--- src/rtl/bt_pkg.sv ---
package bt_pkg;

    typedef enum logic [1:0] {
        MODE_REL    = 2'b00,
        MODE_REGION = 2'b01,
        MODE_REG    = 2'b10,
        MODE_SEQ    = 2'b11
    } bt_mode_e;

    typedef enum logic {
        ST_IDLE  = 1'b0,
        ST_ISSUE = 1'b1
    } bt_state_e;

endpackage

--- src/rtl/bt_rel_calc.sv ---
module bt_rel_calc #(
    parameter int ADDR_W  = 32,
    parameter int REL_W   = 16,
    parameter int ALIGN_B = 2
) (
    input  logic [ADDR_W-1:0] base_i,
    input  logic [REL_W-1:0]  off_i,
    output logic [ADDR_W-1:0] tgt_o
);
    localparam int EXT_W = ADDR_W - REL_W - ALIGN_B;

    logic [ADDR_W-1:0] off_bytes;

    // scale the instruction count to bytes and sign-extend to full width
    assign off_bytes = {{EXT_W{off_i[REL_W-1]}}, off_i, {ALIGN_B{1'b0}}};
    assign tgt_o     = base_i + off_bytes;

endmodule

--- src/rtl/bt_region_calc.sv ---
module bt_region_calc #(
    parameter int ADDR_W  = 32,
    parameter int ABS_W   = 26,
    parameter int ALIGN_B = 2
) (
    input  logic [ADDR_W-ABS_W-ALIGN_B-1:0] region_i,
    input  logic [ABS_W-1:0]                field_i,
    output logic [ADDR_W-1:0]               tgt_o
);
    // region bits above, word-aligned field below
    assign tgt_o = {region_i, field_i, {ALIGN_B{1'b0}}};

endmodule

--- src/rtl/bt_out_stage.sv ---
module bt_out_stage
    import bt_pkg::*;
#(
    parameter int ADDR_W  = 32,
    parameter int ALIGN_B = 2
) (
    input  logic              clk,
    input  logic              rst_n,
    input  logic              req_i,
    input  bt_mode_e          mode_i,
    input  logic [ADDR_W-1:0] rel_tgt_i,
    input  logic [ADDR_W-1:0] region_tgt_i,
    input  logic [ADDR_W-1:0] seq_tgt_i,
    input  logic [ADDR_W-1:0] reg_val_i,
    output logic [ADDR_W-1:0] tgt_o,
    output logic              valid_o,
    output logic              misalign_o
);
    bt_state_e         state_q, state_d;
    logic [ADDR_W-1:0] sel_tgt;
    logic              sel_mis;

    always_comb begin
        sel_mis = 1'b0;
        unique case (mode_i)
            MODE_REL:    sel_tgt = rel_tgt_i;
            MODE_REGION: sel_tgt = region_tgt_i;
            MODE_REG: begin
                sel_tgt = reg_val_i;
                sel_mis = |reg_val_i[ALIGN_B-1:0];
            end
            MODE_SEQ:    sel_tgt = seq_tgt_i;
            default:     sel_tgt = seq_tgt_i;
        endcase
    end

    always_comb begin
        state_d = state_q;
        unique case (state_q)
            ST_IDLE:  if (req_i)  state_d = ST_ISSUE;
            ST_ISSUE: if (!req_i) state_d = ST_IDLE;
            default:  state_d = ST_IDLE;
        endcase
    end

    always_ff @(posedge clk or negedge rst_n) begin
        if (!rst_n) state_q <= ST_IDLE;
        else        state_q <= state_d;
    end

    always_ff @(posedge clk or negedge rst_n) begin
        if (!rst_n) begin
            tgt_o      <= '0;
            misalign_o <= 1'b0;
        end else if (req_i) begin
            tgt_o      <= sel_tgt;
            misalign_o <= sel_mis;
        end
    end

    assign valid_o = (state_q == ST_ISSUE);


    valid_after_req_chk: assert property (@(posedge clk) disable iff (!rst_n)
        req_i |=> valid_o);


    no_spurious_valid_chk: assert property (@(posedge clk) disable iff (!rst_n)
        !req_i |=> !valid_o);


    mis_only_reg_chk: assert property (@(posedge clk) disable iff (!rst_n)
        (req_i && mode_i != MODE_REG) |=> !misalign_o);


    mis_reg_bits_chk: assert property (@(posedge clk) disable iff (!rst_n)
        (req_i && mode_i == MODE_REG) |=>
            (misalign_o == ($past(reg_val_i[ALIGN_B-1:0]) != '0)));


    hold_tgt_chk: assert property (@(posedge clk) disable iff (!rst_n)
        !req_i |=> ($stable(tgt_o) && $stable(misalign_o)));

endmodule

--- src/rtl/branch_target_gen.sv ---
module branch_target_gen
    import bt_pkg::*;
#(
    parameter int ADDR_W  = 32,
    parameter int REL_W   = 16,
    parameter int ABS_W   = 26,
    parameter int ALIGN_B = 2
) (
    input  logic              clk,
    input  logic              rst_n,
    input  logic              req_i,
    input  logic [1:0]        mode_i,
    input  logic [ADDR_W-1:0] pc_i,
    input  logic [ABS_W-1:0]  imm_i,
    input  logic [ADDR_W-1:0] reg_i,
    output logic [ADDR_W-1:0] tgt_o,
    output logic              valid_o,
    output logic              misalign_o
);
    localparam int REGION_W    = ADDR_W - ABS_W - ALIGN_B;
    localparam int INSTR_BYTES = 1 << ALIGN_B;

    bt_mode_e          mode;
    logic [ADDR_W-1:0] pc_next;
    logic [ADDR_W-1:0] rel_tgt;
    logic [ADDR_W-1:0] region_tgt;

    assign mode    = bt_mode_e'(mode_i);
    assign pc_next = pc_i + ADDR_W'(INSTR_BYTES);

    bt_rel_calc #(
        .ADDR_W (ADDR_W),
        .REL_W  (REL_W),
        .ALIGN_B(ALIGN_B)
    ) rel_i (
        .base_i(pc_next),
        .off_i (imm_i[REL_W-1:0]),
        .tgt_o (rel_tgt)
    );

    bt_region_calc #(
        .ADDR_W (ADDR_W),
        .ABS_W  (ABS_W),
        .ALIGN_B(ALIGN_B)
    ) region_i (
        .region_i(pc_next[ADDR_W-1 -: REGION_W]),
        .field_i (imm_i),
        .tgt_o   (region_tgt)
    );

    bt_out_stage #(
        .ADDR_W (ADDR_W),
        .ALIGN_B(ALIGN_B)
    ) out_i (
        .clk         (clk),
        .rst_n       (rst_n),
        .req_i       (req_i),
        .mode_i      (mode),
        .rel_tgt_i   (rel_tgt),
        .region_tgt_i(region_tgt),
        .seq_tgt_i   (pc_next),
        .reg_val_i   (reg_i),
        .tgt_o       (tgt_o),
        .valid_o     (valid_o),
        .misalign_o  (misalign_o)
    );


    seq_step_chk: assert property (@(posedge clk) disable iff (!rst_n)
        (req_i && mode_i == 2'b11) |=>
            (tgt_o == $past(pc_i + ADDR_W'(INSTR_BYTES))));


    region_high_chk: assert property (@(posedge clk) disable iff (!rst_n)
        (req_i && mode_i == 2'b01) |=>
            (tgt_o[ADDR_W-1 -: REGION_W] ==
             $past(pc_next[ADDR_W-1 -: REGION_W])));


    region_low_chk: assert property (@(posedge clk) disable iff (!rst_n)
        (req_i && mode_i == 2'b01) |=>
            (tgt_o[ADDR_W-REGION_W-1:0] == {$past(imm_i), {ALIGN_B{1'b0}}}));


    reg_pass_chk: assert property (@(posedge clk) disable iff (!rst_n)
        (req_i && mode_i == 2'b10) |=> (tgt_o == $past(reg_i)));


    rel_aligned_chk: assert property (@(posedge clk) disable iff (!rst_n)
        (req_i && mode_i == 2'b00 && pc_i[ALIGN_B-1:0] == '0) |=>
            (tgt_o[ALIGN_B-1:0] == '0));

endmodule

--- config.mk ---
export PLATFORM = sky130hd
export DESIGN_NAME = branch_target_gen
export DESIGN_NICKNAME = d
export VERILOG_FILES = /design/src/rtl/bt_pkg.sv /design/src/rtl/bt_rel_calc.sv /design/src/rtl/bt_region_calc.sv /design/src/rtl/bt_out_stage.sv /design/src/rtl/branch_target_gen.sv
export SDC_FILE = /design/constraint.sdc
export NUM_CORES = 1
export LEC_CHECK = 0
export ABC_AREA = 1
export BUFFER_PORTS_ARGS = -buffer_cell sky130_fd_sc_hd__buf_4
export CELL_PAD_IN_SITES_DETAIL_PLACEMENT = 1
export CELL_PAD_IN_SITES_GLOBAL_PLACEMENT = 2
export CORE_UTILIZATION = 25
export DETAILED_ROUTE_END_ITERATION = 12
export HOLD_SLACK_MARGIN = 0.06
export PLACE_DENSITY = 0.74
export SLEW_MARGIN = 20
export SYNTH_ARGS = -nofsm -noshare
export SYNTH_HDL_FRONTEND = slang
export SYNTH_HIERARCHICAL = 1
export SYNTH_SLANG_ARGS = --single-unit
--- constraint.sdc ---
create_clock -name clk -period 0.8 [get_ports clk]
set_clock_uncertainty 0.2 [all_clocks]
set_input_delay 0.12 -clock clk [delete_from_list [all_inputs] [get_ports clk]]
set_output_delay 0.12 -clock clk [all_outputs]
set_load 0.03 [all_outputs]
==> results by group, run 1 <==
Setup path
  • Cell repeated most along the worst path: nand2_1
  • Reg2Reg Capture Point: out_i/tgt_o[12]$_DFFE_PN0P_
  • CP startpoint: pc_i[2]
  • Data required time of the critical path: a little over 800 ps
  • Largest stage delay, worst path: about 300 ps
  • Worst-path fanout max: 4
  • FF-to-FF path depth: 3
  • WP data arrival: 2720 ps
  • Slack of the worst reg-to-reg path: -160 ps
  • CP Launch Type: primary input
  • Crit Path Category: primary input to flop
  • Slowest cell on crit path: ha_4
  • Reg-to-Reg Start: out_i/tgt_o[12]$_DFFE_PN0P_
  • Critical-path cell list: buf_8 > ha_4 > nand2_4 > nor2_4 > nand2_4 > buf_12 > xnor2_4 > buf_6 > ha_4 > buf_6 > nand2_8 > nor2_4 > nand3_2 > nand3_4 > nand3_1 > nand2_1 > nand2_1 > nand2_1 > inv_1 > a21oi_1 > nand2_1 > nand2_1
  • CP endpoint kind: flop

Cells and area
  • Diode insertion count for antenna repair: 0
  • Net count reported at finish: between 1,000 and 1,500
  • Post-Route Utilization: between 40 and 50%
  • Fraction of layout instances using a drive strength above 1: 47.15%
  • Area growth from synthesis to layout: 72.33%
  • Most frequent standard cell in the layout excluding fill and tap cells: nand2_1
  • Commonest cells after routing, fill and taps aside: nand2_1, buf_4, inv_1

Floorplanning
  • Placeable core region: 22,160 µm²
  • Number of I/O pins: between 100 and 150
  • Die area: 23,490 µm²
  • Die span in x: 153.3 µm
  • Die Y: 153.3 µm
  • Effective utilization at floorplan: around a quarter
  • Standard-cell rows: 54

Power
  • Worst-case vdd ir drop: between 600 and 700 µV
  • Internal Dissipation: 6.404 mW
  • Switching component of the power: about 4.8 mW
  • Clk pwr share: between 10% and 20%
  • Power share of the combinational group: between 60 and 70%
  • Leakage power total: slightly above 5 nW
  • Final Total Pwr: 11.18 mW
  • Power per cell area: ~1100 nW/µm²
  • Sequential power share: 19.3%
  • Net switching fraction of the power: approximately 43%

Drt
  • Drt drc: 0
  • Post-detailed-routing wire length: 27,580 µm
  • Post-DR wirelength/cell: roughly 17 µm
  • Total via count in the routed design: roughly 7,300
  • Total iterations of the first detailed-routing run: 5
  • Initial detailed-routing violation count: 208
  • Post-DR vias/cell: approximately 4.6
  • Remaining antenna violation count: 0

Global routing
  • Overall overflow remaining after global route: 0
  • Via count of the first global-routing pass: roughly 7,500
  • Total global-route track usage: about 23%
  • Initial antenna violation count: 0
  • Maximum number of pins on one net before global-route repair: 35
  • Wire length of the first global-routing pass: 41,770 µm

Yosys
  • Xor/xnor share of the synthesized area: approximately 4.9%
  • Area of the mapped netlist: around 5700 µm²
  • Post-synth cell types: 34
  • Post-synthesis async set-or-reset flop share: 100.0%
  • Synthesis Warnings: 6
  • Share of the synthesized area in compound gates (AO/OA/AOI/OAI): approximately 9.9%
  • Count of flip-flops with a built-in enable after synthesis: 0
  • Average size of a mapped cell: 5.669 µm²
  • Adder and majority cell fraction of the synthesized area: 6.912%
  • Cell count after synthesis: about 1,000
  • Seq/Total Area, Yosys: ~15%
  • Simple-Gate Fraction of Synth Area: a little under half
  • Main combinational cell family by area after synthesis: simple AND/OR/NAND/NOR gates
  • Number of storage elements in the synthesis netlist: 34
  • Most used flip-flop cell after synthesis: dfrtp_1
  • Mux cell area share after synthesis: 0%

Place
  • Last weighted congestion value of the routability-driven placer: between 0.8 and 0.9
  • Dpl hpwl: 22,680 µm
  • Number of input and output port buffers inserted: 128

Timing
  • Count of final hold-check violations: 19
  • Maximum operating frequency: 0.3723 GHz
  • Smallest setup slack after layout: -1886 ps
  • Part of the cycle the worst path needs: 335.7%
  • Setup repair after global routing missed its margin: true
  • Sum Neg Setup Slack: -60,480 ps
  • Worst Hold Margin: -133.6 ps
  • Final number of max-transition violations: 0
  • Number of failing setup endpoints in the final timing report: between 60 and 70
  • Period minus WS final: around 2700 ps

Hold path
  • Worst hold path cell count: 2
  • Min-delay src: req_i
  • Worst hold path type: primary input to flop
  • Endpoint of the worst hold path: out_i/valid_o$_DFF_PN0_

Clock tree
  • Cts hold-fix bufs: 1
  • Clock sink count: 34
  • H-tree depth: 2
  • TritonCTS clock tree: built
  • Clk Latency, worst-skew pair: between 200 and 300 ps
  • Clk Tree Root Cell: clkbuf_16
  • Number of buffers created by CTS: 5
  • Clock edge transition at the registers on the reported setup and hold paths: 60 ps
  • Longest Clk Path Bufs: 2

Flow run
  • Max-Cap Viols: 0

Run status
  • Violated checks: hold timing, setup timing
  • Outcome: finished, violations left
-- cell type report --
| class | instances | area, µm² |
|---|---|---|
| clock buffer | 6 | 138.9 |
| clock inverter | 2 | 12.51 |
| fill | 2806 | 12300 |
| inverter | 149 | 580.6 |
| multi-input combinational | 768 | 4972 |
| sequential | 34 | 890.9 |
| tap | 280 | 350.3 |
| timing repair buffer | 337 | 2913 |
-- synth_stat cells (2+ instances only) --
cell type / instances / share of area [%]
nand3b_1: 7 / 0.92
nor2_8: 2 / 0.70
o21bai_1: 35 / 4.6
inv_2: 7 / 0.46
buf_4: 36 / 4.7
nand3_1: 93 / 8.1
nor3_2: 4 / 0.70
a21oi_1: 49 / 4.3
and2_1: 2 / 0.22
xnor2_1: 9 / 1.4
nand2_1: 387 / 25
ha_1: 30 / 6.6
nor2_4: 7 / 1.4
clkbuf_1: 10 / 0.66
nand2_4: 3 / 0.59
buf_2: 12 / 1.0
nand4_1: 5 / 0.55
nand3_2: 4 / 0.70
inv_1: 142 / 9.3
nor2_1: 66 / 4.3
xor2_1: 21 / 3.2
nand2_2: 21 / 2.3
o21ai_0: 2 / 0.17
dfrtp_1: 34 / 15
nor2_2: 11 / 1.2
a21oi_2: 2 / 0.31
-- power by group through the flow --
stage	registers (mW)	logic, mW	clock network (mW)
6_report	2.16	6.94	2.08
5_1_grt	2.19	7.48	2.17
2_1_floorplan	2.59	2.59	0
3_5_place_dp	2.15	5.72	0
4_1_cts	2.16	6.55	2.17
3_3_place_gp	2.14	5.65	0
-- routing by layer --
layer	GRT usage (%)	up-vias	part of all wire [%]
met5	0	-	0
met4	7.696	0	3.1
met3	2.268	35	2.8
met2	41.86	142	51
met1	28.68	3471	43
li1	-	3654	-
-- kinds of logic after synthesis --
logic type	Yosys count
and+or+nand+nor	612
buffers and inverters	208
AOI/OAI and AO/OA	92
DFF	34
xor gates and xnor gates	31
adders and majority gates	31
other	1
-- timing repair --
action                                  4_1_cts  5_1_grt
gates cloned                                  1        1
endpoints found under the hold margin        67       27
endpoints found under the setup margin       67       67
setup buffers                                19        8
gates resized for setup                     179       82
pin swaps                                    95       45
-- critical path, delay by kind of cell --
kind,cells,cell delay (ps)
AND/OR/NAND/NOR,13,1280
AO/OA/AOI/OAI,1,180
XOR/XNOR,1,110
buffers and inverters,5,550
adder cells (fa/ha/maj),2,450
-- registers in the layout, indices dropped and copies added, names as in the netlist --
name              cells
out_i/tgt_o          32
out_i/misalign_o      1
out_i/valid_o         1
-- metrics by stage --
stage / hold slack, ps / setup WS, ps / cells / area (µm²)
after floorplan: -375.6 / -1553 / 1010 / 5998
after global placement: -111.1 / -2603 / 1540 / 8367
after detailed placement: -108.9 / -2586 / 1540 / 8367
after CTS: -150.1 / -1824 / 1568 / 9447
after global routing: -129.0 / -2030 / 1576 / 9858
final: -133.6 / -1886 / 1576 / 9858
-- worst max-delay path by stage --
| stage | end | slack, ps |
|---|---|---|
| 2_1_floorplan | out_i/tgt_o[29]$_DFFE_PN0P_ | -1550 |
| 3_3_place_gp | out_i/tgt_o[29]$_DFFE_PN0P_ | -2600 |
| 3_5_place_dp | out_i/tgt_o[29]$_DFFE_PN0P_ | -2590 |
| 4_1_cts | out_i/tgt_o[17]$_DFFE_PN0P_ | -1820 |
| 5_1_grt | out_i/tgt_o[20]$_DFFE_PN0P_ | -2030 |
| 6_report | out_i/tgt_o[20]$_DFFE_PN0P_ | -1890 |
Power figures use the tool's default switching activity.
==> run 2: changes to the inputs <==
--- a/config.mk
+++ b/config.mk
@@ -12,7 +12,8 @@
 export CORE_UTILIZATION = 25
 export DETAILED_ROUTE_END_ITERATION = 12
 export HOLD_SLACK_MARGIN = 0.06
-export PLACE_DENSITY = 0.74
+export PLACE_DENSITY_LB_ADDON = 0.1
+export SETUP_SLACK_MARGIN = 0.4
 export SLEW_MARGIN = 20
 export SYNTH_ARGS = -nofsm -noshare
 export SYNTH_HDL_FRONTEND = slang
==> run 2 against run 1 <==
  * The flow still finishes with violations (hold timing, setup timing)
  * Via count is 1.2% higher
  * First-iteration DRC count is 20% higher
  * Register-to-register slack worse by 110 ps
  * Critical path type unchanged
  * Largest cell class unchanged
  * Highest routed layer unchanged
==> results by group, run 2 (same netlist as run 1, synthesis figures left out) <==
Cells and area
  • Net count reported at finish: 1,456 (+2.5%)
  • Diode insertion count for antenna repair: 0 (unchanged)
  • Top reg by flops: out_i/tgt_o
  • Commonest cells after routing, fill and taps aside: buf_4, nand2_1, inv_1
  • Area used by sequential logic in the layout: 893.4 µm² (+0.28%)
  • Number of fill cells: 2,785 (-0.75%)
  • Fraction of layout instances using a drive strength above 1: 54.32% (+7.2 points)
  • Number of non-filler instances in the completed layout: 1,611 (+2.2%)
  • Max reg flops: 32 (unchanged)
  • Area growth from synthesis to layout: 86.33%
  • Most frequent standard cell in the layout excluding fill and tap cells: buf_4
  • Post-Route Utilization: 48.10% (+3.6 points)
  • Area of the multi-input gates: 5376 µm² (+8.1%)
  • Post-layout instance area: 10,660 µm² (+8.1%)

Place
  • Post-Place Setup Slack: -2320 ps (+266.2 ps)
  • Dpl hpwl: 23,460 µm (+3.4%)
  • Number of input and output port buffers inserted: 128 (unchanged)
  • Cells after DPL: 1,549 (+0.58%)
  • Placed Instance Area: 8486 µm² (+1.4%)
  • Last weighted congestion value of the routability-driven placer: 0.8550 (-4.6%)

Global routing
  • Maximum number of pins on one net before global-route repair: 37 (+5.7%)
  • Wire length of the first global-routing pass: 43,680 µm (+4.6%)
  • Overall overflow remaining after global route: 0 (unchanged)
  • Total global-route track usage: 24.48% (+1.3 points)
  • Via count of the first global-routing pass: 7,982 (+6.2%)
  • Initial antenna violation count: 0 (unchanged)

Timing
  • Period minus WS final: 2644 ps (-41.80 ps)
  • Number of failing setup endpoints in the final timing report: 67 (unchanged)
  • Maximum operating frequency: 0.3782 GHz (+1.6%)
  • Setup repair after global routing missed its margin: true
  • Final number of max-transition violations: 0 (unchanged)
  • Sum Neg Setup Slack: -59,830 ps (+644.8 ps)
  • Part of the cycle the worst path needs: 330.5% (-5.2 points)
  • Smallest setup slack after layout: -1844 ps (+41.80 ps)
  • Count of final hold-check violations: 58 (+39)
  • Worst Hold Margin: -515.0 ps (-381.5 ps)

Clock tree
  • TritonCTS clock tree: built
  • H-tree depth: 2 (unchanged)
  • Clock sink count: 34 (unchanged)
  • Clk Latency, worst-skew pair: 290 ps (about the same)
  • Longest Clk Path Bufs: 2 (unchanged)
  • Clock edge transition at the registers on the reported setup and hold paths: 60 ps (about the same)
  • Number of buffers created by CTS: 5 (unchanged)
  • Clk Tree Root Cell: clkbuf_16

Setup path
  • Reg2Reg Capture Point: out_i/tgt_o[12]$_DFFE_PN0P_
  • CP endpoint kind: flop
  • Critical-path cell list: buf_8 > ha_4 > nand2_4 > nor2_4 > nand2_4 > nor2_4 > xor2_1 > buf_4 > ha_4 > nand2_2 > buf_4 > nor2_4 > nand3_2 > nand2_4 > buf_4 > xor2_1 > inv_1 > a21oi_1 > nand2_1 > nand2_1
  • WP data arrival: 2670 ps (-50 ps)
  • Slack of the worst reg-to-reg path: -270 ps (-110 ps)
  • Data required time of the critical path: 830 ps (about the same)
  • Largest stage delay, worst path: 320 ps (+20 ps)
  • Reg-to-Reg Start: out_i/tgt_o[12]$_DFFE_PN0P_
  • CP Launch Type: primary input
  • FF-to-FF path depth: 4 (+1)
  • Slowest cell on crit path: ha_4
  • Worst-path fanout max: 5 (+1)
  • Crit Path Category: primary input to flop

Drt
  • Post-detailed-routing wire length: 28,910 µm (+4.8%)
  • Total iterations of the first detailed-routing run: 4 (-1)
  • Drt drc: 0 (unchanged)
  • Initial detailed-routing violation count: 249 (+20%)
  • Post-DR wirelength/cell: 17.94 µm (+2.5%)
  • Total via count in the routed design: 7,386 (+1.2%)
  • Remaining antenna violation count: 0 (unchanged)
  • Post-DR vias/cell: 4.585 (-1.0%)

Power
  • Final Total Pwr: 12.50 mW (+12%)
  • Worst-case vdd ir drop: 721.4 µV (+7.3%)
  • Leakage power total: 5.526 nW (+6.8%)
  • Power per cell area: 1173 nW/µm² (+3.5%)

Floorplanning
  • Effective utilization at floorplan: 25.81% (unchanged)
  • Placeable core region: 22,160 µm² (unchanged)
  • Die area: 23,490 µm² (unchanged)
  • Number of I/O pins: 129 (unchanged)
  • Standard-cell rows: 54 (unchanged)
  • Die Y: 153.3 µm (unchanged)
  • Die span in x: 153.3 µm (unchanged)

Flow run
  • Max-Cap Viols: 0 (unchanged)

Hold path
  • Worst hold path type: primary input to async pin

Run status
  • Outcome: finished, violations left
  • Violated checks: hold timing, setup timing
-- run 2: area by class of cell --
type / count / area share (%)
clock buffers: 6 / 1.303
clock inverters: 2 / 0.5634
multi-input cells: 768 / 50.44
repair buffers: 372 / 30.56
flip-flops and latches: 34 / 8.381
inverters: 149 / 5.470
well taps: 280 / 3.287
-- run 2: worst max-delay path, delay by kind of cell --
kind | cells | cell delay (ps)
AO/OA/AOI/OAI | 1 | 120
XOR/XNOR | 2 | 230
adder cells (fa/ha/maj) | 2 | 480
buffers and inverters | 5 | 570
AND/OR/NAND/NOR | 10 | 1130
-- run 2: where the power goes --
group	internal (mW)	switching, mW	total [mW]
clock	1.87	0.875	2.75
combinational	3.52	4.06	7.58
sequential	1.99	0.190	2.18
-- run 2: worst max-delay path by stage --
stage                  start                           to  slack, ps  cells after the start
CTS                  pc_i[3]  out_i/tgt_o[31]$_DFFE_PN0P_      -1780                     22
detailed placement   pc_i[5]  out_i/tgt_o[31]$_DFFE_PN0P_      -2320                     20
global placement    pc_i[11]  out_i/tgt_o[31]$_DFFE_PN0P_      -2330                     20
global route         pc_i[2]  out_i/tgt_o[30]$_DFFE_PN0P_      -1980                     23
finish               pc_i[2]  out_i/tgt_o[14]$_DFFE_PN0P_      -1840                     20
floorplan            pc_i[2]  out_i/tgt_o[29]$_DFFE_PN0P_      -1550                     17
-- run 2: repair_timing --
action,4_1_cts,5_1_grt
hold endpoints to repair,65,61
cloned,1,1
resized for setup,253,113
pin swaps,106,110
setup buffers,28,24
setup endpoints to repair,67,67
-- run 2: layer usage --
metal  GRT usage [%]  part of all wire (%)  vias up
met5               0                     0        -
met4           7.648                   2.8        0
met3           3.090                   3.3       33
met2           45.64                    52      135
met1           28.78                    42     3500
li1                -                     -     3718
